===== src/rtl/chan_sync_pkg.sv =====
package chan_sync_pkg;

  localparam int REG_ADDR_W = 3;

  // register addresses
  localparam logic [REG_ADDR_W-1:0] ADDR_SLEEP    = 3'd0;
  localparam logic [REG_ADDR_W-1:0] ADDR_SOFT     = 3'd1;
  localparam logic [REG_ADDR_W-1:0] ADDR_PIN_CFG  = 3'd2;
  localparam logic [REG_ADDR_W-1:0] ADDR_START_HO = 3'd3;
  localparam logic [REG_ADDR_W-1:0] ADDR_HOP_HO   = 3'd4;

  // bit positions inside the trigger and pin configuration words
  localparam int BIT_START  = 0;
  localparam int BIT_HOP    = 1;
  localparam int BIT_SEL_LO = 2;

  // event lanes of the counter array
  localparam int EV_START = 0;
  localparam int EV_HOP   = 1;
  localparam int NUM_EV   = 2;

  // Sleep resolution: global write, then local write, then a wake event.
  function automatic logic sleep_next(logic cur, logic g_wr, logic g_val,
                                      logic l_wr, logic l_val, logic wake);
    if (g_wr) return g_val;
    if (l_wr) return l_val;
    if (wake) return 1'b0;
    return cur;
  endfunction

endpackage


===== src/rtl/sync_pin_front.sv =====
module sync_pin_front #(
  parameter int NUM_SYNC    = 4,
  parameter int SYNC_STAGES = 2
) (
  input  logic                clk,
  input  logic                rst_n,
  input  logic [NUM_SYNC-1:0] pins,
  output logic [NUM_SYNC-1:0] rise
);

  localparam int LAST = SYNC_STAGES - 1;

  for (genvar p = 0; p < NUM_SYNC; p++) begin : g_pin
    logic [SYNC_STAGES-1:0] stage_q;
    logic                   prev_q;

    always_ff @(posedge clk or negedge rst_n) begin
      if (!rst_n) begin
        stage_q <= '0;
        prev_q  <= 1'b0;
      end else begin
        stage_q <= {stage_q[SYNC_STAGES-2:0], pins[p]};
        prev_q  <= stage_q[LAST];
      end
    end

    assign rise[p] = stage_q[LAST] & ~prev_q;
  end

endmodule


===== src/rtl/holdoff_counter.sv =====
module holdoff_counter #(
  parameter int CNT_W = 16
) (
  input  logic             clk,
  input  logic             rst_n,
  input  logic             trig,
  input  logic [CNT_W-1:0] load_val,
  output logic             fire,
  output logic             busy
);

  logic [CNT_W-1:0] cnt_q;

  // A zero value suppresses the trigger; otherwise the trigger reloads.
  function automatic logic [CNT_W-1:0] count_next(logic [CNT_W-1:0] cnt,
                                                  logic t,
                                                  logic [CNT_W-1:0] val);
    if (t && (val != '0)) return val;
    if (cnt != '0) return cnt - CNT_W'(1);
    return cnt;
  endfunction

  function automatic logic count_fires(logic [CNT_W-1:0] cnt);
    return cnt == CNT_W'(1);
  endfunction

  always_ff @(posedge clk or negedge rst_n) begin
    if (!rst_n) cnt_q <= '0;
    else        cnt_q <= count_next(cnt_q, trig, load_val);
  end

  assign fire = count_fires(cnt_q);
  assign busy = (cnt_q != '0);

endmodule


===== src/rtl/chan_sync_ctrl.sv =====
module chan_sync_ctrl
  import chan_sync_pkg::*;
#(
  parameter int CNT_W       = 16,
  parameter int DATA_W      = 16,
  parameter int NUM_SYNC    = 4,
  parameter int SYNC_STAGES = 2,
  parameter int NUM_CHAN    = 4,
  parameter int CHAN_ID     = 0
) (
  input  logic                  clk,
  input  logic                  rst_n,
  input  logic                  wr_en,
  input  logic [REG_ADDR_W-1:0] wr_addr,
  input  logic [DATA_W-1:0]     wr_data,
  input  logic                  gsleep_wr,
  input  logic [NUM_CHAN-1:0]   gsleep_data,
  input  logic [NUM_SYNC-1:0]   sync_in,
  output logic                  sleep,
  output logic                  start_pulse,
  output logic                  hop_pulse,
  output logic                  phase_adj_pulse
);

  localparam int SEL_W = (NUM_SYNC > 1) ? $clog2(NUM_SYNC) : 1;

  function automatic logic lane_of(logic [NUM_CHAN-1:0] vec, int idx);
    return vec[idx];
  endfunction

  // write decode
  logic wr_sleep, wr_soft, wr_pin_cfg, wr_start_ho, wr_hop_ho;
  assign wr_sleep    = wr_en && (wr_addr == ADDR_SLEEP);
  assign wr_soft     = wr_en && (wr_addr == ADDR_SOFT);
  assign wr_pin_cfg  = wr_en && (wr_addr == ADDR_PIN_CFG);
  assign wr_start_ho = wr_en && (wr_addr == ADDR_START_HO);
  assign wr_hop_ho   = wr_en && (wr_addr == ADDR_HOP_HO);

  // configuration state
  logic [CNT_W-1:0] start_ho_q, hop_ho_q;
  logic             pin_start_en_q, pin_hop_en_q;
  logic [SEL_W-1:0] pin_sel_q;
  logic             sleep_q;

  always_ff @(posedge clk or negedge rst_n) begin
    if (!rst_n) begin
      start_ho_q     <= '0;
      hop_ho_q       <= '0;
      pin_start_en_q <= 1'b0;
      pin_hop_en_q   <= 1'b0;
      pin_sel_q      <= '0;
    end else begin
      if (wr_start_ho) start_ho_q <= wr_data[CNT_W-1:0];
      if (wr_hop_ho)   hop_ho_q   <= wr_data[CNT_W-1:0];
      if (wr_pin_cfg) begin
        pin_start_en_q <= wr_data[BIT_START];
        pin_hop_en_q   <= wr_data[BIT_HOP];
        pin_sel_q      <= wr_data[BIT_SEL_LO +: SEL_W];
      end
    end
  end

  // hardware sync path
  logic [NUM_SYNC-1:0] pin_rise;
  logic                pin_evt;

  sync_pin_front #(
    .NUM_SYNC   (NUM_SYNC),
    .SYNC_STAGES(SYNC_STAGES)
  ) pin_front_i (
    .clk  (clk),
    .rst_n(rst_n),
    .pins (sync_in),
    .rise (pin_rise)
  );

  assign pin_evt = pin_rise[pin_sel_q];

  // trigger combination and counters
  logic soft_start, soft_hop;
  logic start_trig, hop_trig;
  assign soft_start = wr_soft && wr_data[BIT_START];
  assign soft_hop   = wr_soft && wr_data[BIT_HOP];
  assign start_trig = soft_start || (pin_evt && pin_start_en_q);
  assign hop_trig   = soft_hop   || (pin_evt && pin_hop_en_q);

  logic [NUM_EV-1:0]            ev_trig, ev_fire, ev_busy;
  logic [NUM_EV-1:0][CNT_W-1:0] ev_val;
  assign ev_trig[EV_START] = start_trig;
  assign ev_trig[EV_HOP]   = hop_trig;
  assign ev_val[EV_START]  = start_ho_q;
  assign ev_val[EV_HOP]    = hop_ho_q;

  for (genvar e = 0; e < NUM_EV; e++) begin : g_ev
    holdoff_counter #(.CNT_W(CNT_W)) cnt_i (
      .clk     (clk),
      .rst_n   (rst_n),
      .trig    (ev_trig[e]),
      .load_val(ev_val[e]),
      .fire    (ev_fire[e]),
      .busy    (ev_busy[e])
    );
  end

  logic start_fire, hop_fire, start_busy, hop_busy;
  assign start_fire = ev_fire[EV_START];
  assign hop_fire   = ev_fire[EV_HOP];
  assign start_busy = ev_busy[EV_START];
  assign hop_busy   = ev_busy[EV_HOP];

  // sleep state
  always_ff @(posedge clk or negedge rst_n) begin
    if (!rst_n) sleep_q <= 1'b1;
    else sleep_q <= sleep_next(sleep_q, gsleep_wr, lane_of(gsleep_data, CHAN_ID),
                               wr_sleep, wr_data[0], start_fire);
  end

  assign sleep           = sleep_q;
  assign start_pulse     = start_fire;
  assign hop_pulse       = hop_fire;
  assign phase_adj_pulse = start_fire && !sleep_q;

endmodule


===== config.mk =====
export PLATFORM = sky130hd
export DESIGN_NAME = chan_sync_ctrl
export DESIGN_NICKNAME = d
export VERILOG_FILES = /design/src/rtl/chan_sync_pkg.sv /design/src/rtl/sync_pin_front.sv /design/src/rtl/holdoff_counter.sv /design/src/rtl/chan_sync_ctrl.sv
export SDC_FILE = /design/constraint.sdc
export NUM_CORES = 1
export LEC_CHECK = 0
export BUFFER_PORTS_ARGS = -buffer_cell sky130_fd_sc_hd__buf_2
export CORE_MARGIN = 2
export CORE_UTILIZATION = 53
export DETAILED_ROUTE_END_ITERATION = 6
export PLACE_DENSITY = 0.83
export SLEW_MARGIN = 20
export SYNTH_ARGS = -nofsm -noshare
export SYNTH_HDL_FRONTEND = slang
export SYNTH_SLANG_ARGS = --single-unit

===== constraint.sdc =====
create_clock -name clk -period 2.1 [get_ports clk]
set_input_delay 0.525 -clock clk [delete_from_list [all_inputs] [get_ports clk]]
set_output_delay 0.525 -clock clk [all_outputs]
set_load 0.1 [all_outputs]

* Word-level counts from Yosys, hierarchy flattened *
Cells that the tools add are included.

storage, ports and cells
  register bits after elaboration = 81
  bits in latches = 0
  RAM bits = 0
  memory bits (read-only) = 0
  bits of input ports = 31
  word-level logic and storage cells = 84
  memories kept = 0

operators by class
  add/subtract/negate cells = 2
  multipliers = 0
  divide/modulo/power cells = 0
  magnitude comparators = 1
  equality and inequality tests = 6
  shift operators = 0
  mux-type cells = 28
  bitwise gates (word level) = 8
  reductions and logical operators = 23

operators with widths
  operator                 count
  $mux W16                 8
  $reduce_bool A16 Y1      4
  $eq A16 B1 Y1 const B    2
  $sub A16 B1 Y16 const B  2
  $mux W1                  19
  $logic_and A1 B1 Y1      12
  $eq A3 B2 Y1 const B     2
  $and A1 B1 Y1            4
  $not A1 Y1               4
  $reduce_bool A2 Y1       2
  $eq A3 B1 Y1 const B     1
  $eq A3 B3 Y1 const B     1
  $logic_not A3 Y1         1
  $lt A2 B3 Y1 const B     1
  $reduce_bool A3 Y1       1
  $bmux W1 S2              1
  $logic_or A1 B1 Y1       2
  $logic_not A1 Y1         1

* Logic depth before layout (Yosys ltp) *
Gate-level depths: netlist of run 1.

  word-level depth = 11
  gate-level depth with buffers = 7

* Modules after synthesis *
From an unflattened synthesis of run 1, not the netlist that was laid out.

second synthesis, totals
  cells, all modules = 323
  area, all modules = 3,861.2 um2

modules (own cells, without submodules)
  module                           times used  cells an instance  area an instance (um2)
  chan_sync_ctrl                   1           91                 1,554.0
  holdoff_counter (g_ev[0].cnt_i)  1           110                997.2
  holdoff_counter (g_ev[1].cnt_i)  1           106                954.7
  sync_pin_front                   1           16                 355.3

* Worst setup path before layout of run 1 *
Ideal clock, no wire load.

  kind = flip-flop to output port
  from = register g_ev[0].cnt_i.cnt_q[2]
  to = output phase_adj_pulse
  arrival time = 2,666 ps
  slack = -1,091 ps
  cell stages (with the launch flop) = 5
  cell sequence = dfrtp_1 or4_4 nor4b_4 nand3_1 nor2_1

between the ends
  longest elaborated chain between the ends = 2

RTL lines
  element                 line                   RTL
  start, declared         holdoff_counter.sv:12  logic [CNT_W-1:0] cnt_q;
  start signal, assigned  holdoff_counter.sv:29  else cnt_q <= count_next(cnt_q, trig, load_val);
  $eq A16 B1 Y1           holdoff_counter.sv:24  return cnt == CNT_W'(1);
  $logic_and A1 B1 Y1     chan_sync_ctrl.sv:121  assign phase_adj_pulse = start_fire && !sleep_q;
  end, declared           chan_sync_ctrl.sv:22   output logic phase_adj_pulse

No other way between the ends.

* Worst setup path after layout of run 1 *
  from = register g_ev[0].cnt_i.cnt_q[5]
  to = output phase_adj_pulse

The elaborated chain is that of the path after synthesis.

==> results of run 1 <==
## power by group through the flow
stage,clock [W],sequential [W],combinational (W)
4_1_cts,0.00114,0.00246,0.00213
2_1_floorplan,0,0.00244,0.00126
6_report,0.00112,0.00249,0.00216
5_1_grt,0.00120,0.00257,0.00238
3_5_place_dp,0,0.00248,0.00198
3_3_place_gp,0,0.00244,0.00189
## per-layer routing
| metal | up-vias | track usage [%] | share of wire, % |
|---|---|---|---|
| li1 | 1318 | - | - |
| met1 | 1376 | 27.2 | 43 |
| met2 | 44 | 40.5 | 52 |
| met3 | 20 | 5.45 | 2.6 |
| met4 | 0 | 8.41 | 2.4 |
| met5 | - | 0 | 0 |
## synthesized netlist by cell type, types with 5 or more instances
master / n
nor3_1: 9
dfrtp_1: 80
o21ai_0: 7
ha_1: 6
nor4_1: 13
clkbuf_1: 6
nand2_1: 25
nor2_1: 23
a21oi_1: 5
o31ai_1: 13
xor2_1: 6
xnor2_1: 15
inv_1: 9
mux2_2: 55
## registers in the layout (all words and copies together), names as in the netlist
name and flops:
pin_sel_q 2, pin_front_i.g_pin.stage_q 8, pin_front_i.g_pin.prev_q 4, pin_start_en_q 1
hop_ho_q 16, g_ev.cnt_i.cnt_q 32, sleep 1, start_ho_q 16
pin_hop_en_q 1
## metrics by stage
stage               utilization, %  instance area (µm²)
floorplan                        -                 3860
global placement              62.7                 4470
detailed placement            62.7                 4470
CTS                           66.8                 4770
global route                  67.2                 4790
finish                        67.2                 4790
## repair_timing
action | CTS | global route
pin swaps | 5 | 3
resized for setup | 12 | 3
setup endpoints to repair | 6 | 17
setup buffers | 6 | 1
## cells by family after synthesis
kind of cell | after synthesis | synth area share, %
and+or+nand+nor | 103 | 15.0
DFF | 81 | 52.8
muxes | 59 | 17.8
AOI/OAI and AO/OA | 33 | 5.63
xor gates and xnor gates | 21 | 4.79
buffers and inverters | 19 | 2.02
adders and majority gates | 6 | 1.95
## path summary, 6_finish.rpt
check	start	cells past startpoint	to	slack, ns
min in group clk	sync_in[3]	1	pin_front_i.g_pin[3].stage_q[0]	0.27
min	rst_n	1	g_ev[1].cnt_i.cnt_q[1]	0.05
max reg2reg	g_ev[0].cnt_i.cnt_q[5]	6	g_ev[0].cnt_i.cnt_q[8]	-0.10
max in group asynchronous	rst_n	2	sleep	1.41
min reg2reg	pin_front_i.g_pin[0].stage_q[0]	0	pin_front_i.g_pin[0].stage_q[1]	0.36
max	g_ev[0].cnt_i.cnt_q[5]	5	phase_adj_pulse	-0.57
## layout make-up
cell class	count	area [µm²]
Clock inverter	7	70.1
Timing Repair Buffer	77	561
Multi-Input combinational cell	222	1850
Sequential cell	81	2030
Tap cell	99	124
Clock buffer	9	124
Fill cell	533	2340
Inverter	9	37.5
==> results.tsv, run 1 <==
stage	metric	value	unit
detailed_routing	ANT nets after route	0	
die	row count	31	
grt	vias in the first global route	2897	
logic_synthesis	FFs w/ async S/R, synth	100	%
die	Die ar.	7940	µm²
power	Sw Ratio	34.9	%
timing	setup tns final	-1.29	ns
power	Int Pwr	0.00376	W
placed_design	pre-CTS WS	-0.189	ns
outcome	failing checks	negative setup slack	
grt	initial antenna violation count	0	
timing	Worst-Margin Slew	0.486	ns
cells_and_area	most common cell after layout, fill and taps aside	dfrtp_1	
cells_and_area	Non-Filler Instances	504	
power	Tot Pwr	0.00578	W
power	PD cells	1200	nW/µm²
logic_synthesis	post-synthesis net count	359	
grt	GRT Residual Overflow	0	
logic_synthesis	Cell variety after synth	43	
detailed_routing	drt first pass iters	4	
die	DIE HEIGHT	89.1	µm
timing	Slew Viols, Final	0	
flow_run	max-cap violations	0	
timing	crit share post-route	127	%
clock_network	Max clock buf depth	2	
worst_setup_path	crit path buf inv count	1	
logic_synthesis	Syn Std Cell Area	3840	µm²
timing	Hold Violations, Final	0	
worst_setup_path	WP data arrival	2.14	ns
outcome	outcome	complete, but fails checks	
timing	fmax	375	MHz
timing	final worst slack	-0.568	ns
clock_network	CTS clock-pin slew for the worst setup and hold paths	0.08	ns
logic_synthesis	post-synthesis sequential area ratio	52.8	%
worst_setup_path	crit-path cells	or4_4 > nor4b_4 > nand3_2 > nor2_4 > buf_12	
worst_setup_path	Worst Path Required	1.57	ns
logic_synthesis	leading area contributor after synthesis	dfrtp_1	
placed_design	placed cell count	481	
detailed_routing	Vias per Instance	5.47	
die	Core Box Area	7140	µm²
power	Static Leak	2.05	nW
logic_synthesis	synthesized flop and latch total	81	
worst_setup_path	startpoint class of the critical path	flip-flop	
die	die width	89.1	µm
timing	Hold WS	0.0545	ns
detailed_routing	Total Wirelength	8180	µm
cells_and_area	# diodes	0	
clock_network	depth of the CTS H-tree	3	
power	part of the power in registers	43.2	%
logic_synthesis	top_reg_cell synth	dfrtp_1	
timing	slew margin rel.	67.8	%
timing	# setup viols final	6	
placed_design	Port Buffers	31	
timing	clock skew	0.00732	ns
cells_and_area	# nets final	437	
clock_network	cts bufs inserted	9	
detailed_routing	wire per inst	16.2	µm
clock_network	Hold Buf Count CTS	0	
power	Comb pwr share	37.5	%
logic_synthesis	Synth Warn #	0	
clock_network	CTS root buf	clkbuf_8	
cells_and_area	layout overhead on the synthesized area	24.8	%
placed_design	GP Congestion	0.823	
die	IO Pins	35	
detailed_routing	DR iter-0 viols	168	
logic_synthesis	top cell type's share of synthesized area	52.1	%
power	switching power	0.00202	W
clock_network	CTS tree	done	
grt	first-pass GRT wire length	13600	µm
worst_setup_path	CP delay by family, top	simple AND/OR/NAND/NOR gates	
logic_synthesis	syn_area_per_cell	11.9	µm²
clock_network	clk sink count	81	
power	Clock power frac	19.3	%
logic_synthesis	number of flops mapped to enable cells by yosys	0	
timing	RSZ-0062 raised after global routing	true	
detailed_routing	detailed-route via count	2758	
logic_synthesis	Area contributors post-synth	dfrtp_1 (52%), mux2_2 (16%), xnor2_1 (3.4%)	
worst_setup_path	slowest stage delay, CP	0.56	ns
placed_design	DP Wirelength	5700	µm
timing	Final min period	2.67	ns
worst_setup_path	CP max FO	3	
worst_setup_path	CP max stage cell	or4_4	
worst_setup_path	critical path class	flip-flop to output pin	
grt	gr usage total	22.9	%
power	worst vdd rail ir drop	0.585	mV
worst_setup_path	Worst setup EP type	output pin	
grt	largest net degree at the start of global routing	60	
hold_path	Hold Crit Class	input port to asynchronous set/reset pin	
logic_synthesis	Syn Inst Count	322	
die	Initial Util	53.8	%
cells_and_area	share of post-route cells with drive strength above 1	43.5	%
clock_network	clk_lat worst skew	0.35	ns
detailed_routing	Post-route DRC	0	
cells_and_area	most frequent cells in the layout	dfrtp_1 (78), mux2_2 (54), buf_4 (46)	
No activity file was read; power rests on OpenSTA's default activity.
==> inputs of run 2 (changes only) <==
--- a/config.mk
+++ b/config.mk
@@ -7,9 +7,10 @@
 export LEC_CHECK = 0
 export BUFFER_PORTS_ARGS = -buffer_cell sky130_fd_sc_hd__buf_2
 export CORE_MARGIN = 2
-export CORE_UTILIZATION = 53
+export CORE_UTILIZATION = 55
+export CTS_BUF_LIST = sky130_fd_sc_hd__clkbuf_8
 export DETAILED_ROUTE_END_ITERATION = 6
-export PLACE_DENSITY = 0.83
+export PLACE_DENSITY = 0.86
 export SLEW_MARGIN = 20
 export SYNTH_ARGS = -nofsm -noshare
 export SYNTH_HDL_FRONTEND = slang
==> run 2 against run 1 <==
Net effect:
- the flow still finishes with violations (negative setup slack)
- sequential power is essentially flat
- register-to-register slack barely moved
- critical path depth unchanged
- total power increased by 2.5%
- first-iteration DRC count down 32%
- maximum frequency is 1.6% higher
- routed wire length is 1.5% lower
- cell count shrank 0.20%
- combinational power rose by 5%
- count of clock-buffer cells in the layout increased by 2
- largest cell class unchanged
- largest power group unchanged
- highest routed layer unchanged
==> results.tsv, run 2 (same netlist as run 1, synthesis figures left out) <==
stage	metric	value	unit	change
worst_setup_path	CP max stage cell	or4_4		unchanged
grt	gr usage total	22.8	%	was 22.9%
placed_design	Port Buffers	31		unchanged
power	Sw Ratio	34.6	%	was 34.9%
timing	crit share post-route	125	%	was 127%
detailed_routing	Vias per Instance	5.46		was 5.47
timing	Hold Violations, Final	0		unchanged
power	Clock power frac	19.8	%	was 19.3%
cells_and_area	# diodes	0		unchanged
worst_setup_path	r2r setup slk	-0.11	ns	was -0.10 ns
clock_network	Hold Buf Count CTS	0		unchanged
clock_network	clk sink count	81		unchanged
detailed_routing	Post-route DRC	0		unchanged
worst_setup_path	Worst Path Required	1.57	ns	about the same
cells_and_area	most frequent cells in the layout	dfrtp_1 (78), mux2_2 (52), buf_4 (48)		was dfrtp_1 (78), mux2_2 (54), buf_4 (46)
worst_setup_path	CP max FO	3		unchanged
cells_and_area	share of post-route cells with drive strength above 1	44.0	%	was 43.5%
die	die width	87.6	µm	was 89.1 µm
worst_setup_path	CP delay by family, top	simple AND/OR/NAND/NOR gates		unchanged
detailed_routing	ANT nets after route	0		unchanged
grt	vias in the first global route	2864		was 2,897
worst_setup_path	startpoint class of the critical path	flip-flop		unchanged
cells_and_area	Biggest register	g_ev.cnt_i.cnt_q		unchanged
worst_setup_path	crit path launch	g_ev[0].cnt_i.cnt_q[5]		unchanged
worst_setup_path	end of the worst register-to-register path	g_ev[0].cnt_i.cnt_q[11]		was g_ev[0].cnt_i.cnt_q[8]
grt	first-pass GRT wire length	13200	µm	was 13,600 µm
die	row count	30		was 31
worst_setup_path	crit-path cells	or4_4 > nor4b_4 > nand3_4 > nor2_4 > buf_12		was or4_4 > nor4b_4 > nand3_2 > nor2_4 > buf_12
worst_setup_path	slowest stage delay, CP	0.57	ns	was 0.56 ns
timing	Slew Viols, Final	0		unchanged
clock_network	CTS tree	done		unchanged
detailed_routing	detailed-route via count	2744		was 2,758
power	PD cells	1220	nW/µm²	was 1200 nW/µm²
grt	GRT Residual Overflow	0		unchanged
worst_setup_path	WP data arrival	2.10	ns	was 2.14 ns
power	Static Leak	2.08	nW	was 2.05 nW
clock_network	CTS root buf	clkbuf_8		unchanged
timing	# setup viols final	4		was 6
timing	final worst slack	-0.526	ns	was -0.568 ns
detailed_routing	DR iter-0 viols	115		was 168
die	Core Box Area	6790	µm²	was 7140 µm²
timing	Worst-Margin Slew	0.463	ns	was 0.486 ns
worst_setup_path	crit path buf inv count	1		unchanged
detailed_routing	drt first pass iters	4		unchanged
worst_setup_path	critical path class	flip-flop to output pin		unchanged
detailed_routing	Total Wirelength	8050	µm	was 8180 µm
flow_run	max-cap violations	0		unchanged
grt	initial antenna violation count	0		unchanged
timing	clock skew	0.0117	ns	was 0.00732 ns
worst_setup_path	Crit. path cell count	5		unchanged
die	DIE HEIGHT	87.6	µm	was 89.1 µm
clock_network	depth of the CTS H-tree	3		unchanged
clock_network	clk_lat worst skew	0.35	ns	about the same
power	part of the power in registers	42.0	%	was 43.2%
worst_setup_path	Critical Path Sink	phase_adj_pulse		unchanged
worst_setup_path	Worst R2R Start	g_ev[0].cnt_i.cnt_q[5]		unchanged
timing	Final min period	2.63	ns	was 2.67 ns
power	Comb pwr share	38.3	%	was 37.5%
worst_setup_path	Worst setup EP type	output pin		unchanged
placed_design	DP Wirelength	5930	µm	was 5700 µm
cells_and_area	Non-Filler Instances	503		was 504
clock_network	Max clock buf depth	2		unchanged
cells_and_area	most common cell after layout, fill and taps aside	dfrtp_1		unchanged
power	Int Pwr	0.00387	W	was 0.00376 W
grt	largest net degree at the start of global routing	34		was 60
placed_design	GP Congestion	0.854		was 0.823
outcome	failing checks	negative setup slack		unchanged
timing	fmax	381	MHz	was 375 MHz
power	switching power	0.00205	W	was 0.00202 W
cells_and_area	top flop regs	g_ev.cnt_i.cnt_q (32), hop_ho_q (16), start_ho_q (16)		unchanged
die	Die ar.	7670	µm²	was 7940 µm²
die	Initial Util	56.5	%	was 53.8%
detailed_routing	wire per inst	16.0	µm	was 16.2 µm
outcome	outcome	complete, but fails checks		unchanged
clock_network	CTS clock-pin slew for the worst setup and hold paths	0.08	ns	about the same
timing	Hold WS	0.0990	ns	was 0.0545 ns
placed_design	placed cell count	479		was 481
cells_and_area	Layout Utilization	71.7	%	was 67.2%
worst_setup_path	r2r worst-path depth	6		unchanged
cells_and_area	flip-flop count of the largest register after layout	32		unchanged
timing	RSZ-0062 raised after global routing	true		unchanged
die	IO Pins	35		unchanged
cells_and_area	# nets final	439		was 437
power	worst vdd rail ir drop	0.732	mV	was 0.585 mV
timing	slew margin rel.	68.9	%	was 67.8%
hold_path	Hold Crit Class	input port to asynchronous set/reset pin		unchanged
cells_and_area	layout overhead on the synthesized area	26.8	%	was 24.8%
clock_network	cts bufs inserted	9		unchanged
## run 2: changes by cell type in the layout (fill, tap and decap cells not counted), moves of 2 or more
cell,previous run,this run
clkbuf_8,9,11
mux2_4,3,5
clkinv_2,3,1
nand3_4,0,2
mux2_2,54,52
buf_4,46,48
## run 2: through the flow
| stage | power [W] | worst slack [ns] | cell area, µm² | setup TNS [ns] |
|---|---|---|---|---|
| floorplan | 0.00371 | -0.313 | 3860 | -0.525 |
| global placement | 0.00433 | -0.165 | 4480 | -0.446 |
| detailed placement | 0.00448 | -0.194 | 4480 | -0.645 |
| CTS | 0.00582 | -0.554 | 4800 | -1.28 |
| global route | 0.00628 | -0.601 | 4870 | -1.51 |
| finish | 0.00592 | -0.526 | 4870 | -1.21 |
## run 2: worst min path at each step
stage                                    startpoint                         endpoint  slack, ns  cells past startpoint
global placement    pin_front_i.g_pin[1].stage_q[0]  pin_front_i.g_pin[1].stage_q[1]       0.33                      0
global route                                  rst_n  pin_front_i.g_pin[3].stage_q[0]       0.11                      1
floorplan                                     rst_n           g_ev[0].cnt_i.cnt_q[0]       0.23                      0
finish                                        rst_n  pin_front_i.g_pin[3].stage_q[0]        0.1                      1
CTS                                           rst_n  pin_front_i.g_pin[3].stage_q[0]        0.1                      1
detailed placement  pin_front_i.g_pin[2].stage_q[0]  pin_front_i.g_pin[2].stage_q[1]       0.34                      0
## run 2: area by class of cell
type	instances	area, µm²
Timing Repair Buffer	79	576
Multi-Input combinational cell	222	1890
Inverter	9	37.5
Fill cell	448	1920
Clock buffer	11	151
Sequential cell	81	2030
Tap cell	96	120
Clock inverter	5	61.3
## run 2: worst reg2reg max path, cell delays in order (launching register included)
cell and delay [ns]:
dfrtp_1 0.38, or4_4 0.57, buf_4 0.17, nor3_4 0.16
nor3b_4 0.25, mux2_4 0.31, mux2_2 0.26
## run 2: metal layers
layer	vias to the layer above	track usage, %	part of all wire, %
li1	1323	-	-
met1	1370	27.9	43
met2	33	40.4	54
met3	18	4.90	2.3
met4	0	7.41	1.5
met5	-	0	0
## run 2: power by group through the flow
stage	Clock, W	Combinational, W	Sequential [W]
global route	0.00127	0.00246	0.00255
finish	0.00117	0.00227	0.00249
floorplan	0	0.00126	0.00244
global placement	0	0.00189	0.00244
CTS	0.00120	0.00216	0.00246
detailed placement	0	0.00199	0.00249
## run 2: repair_timing
item                       CTS  global route
cloned                       0             0
pin swaps                    7             3
setup endpoints to repair    6            12
gates resized for setup     11            11
buffers inserted             7             1
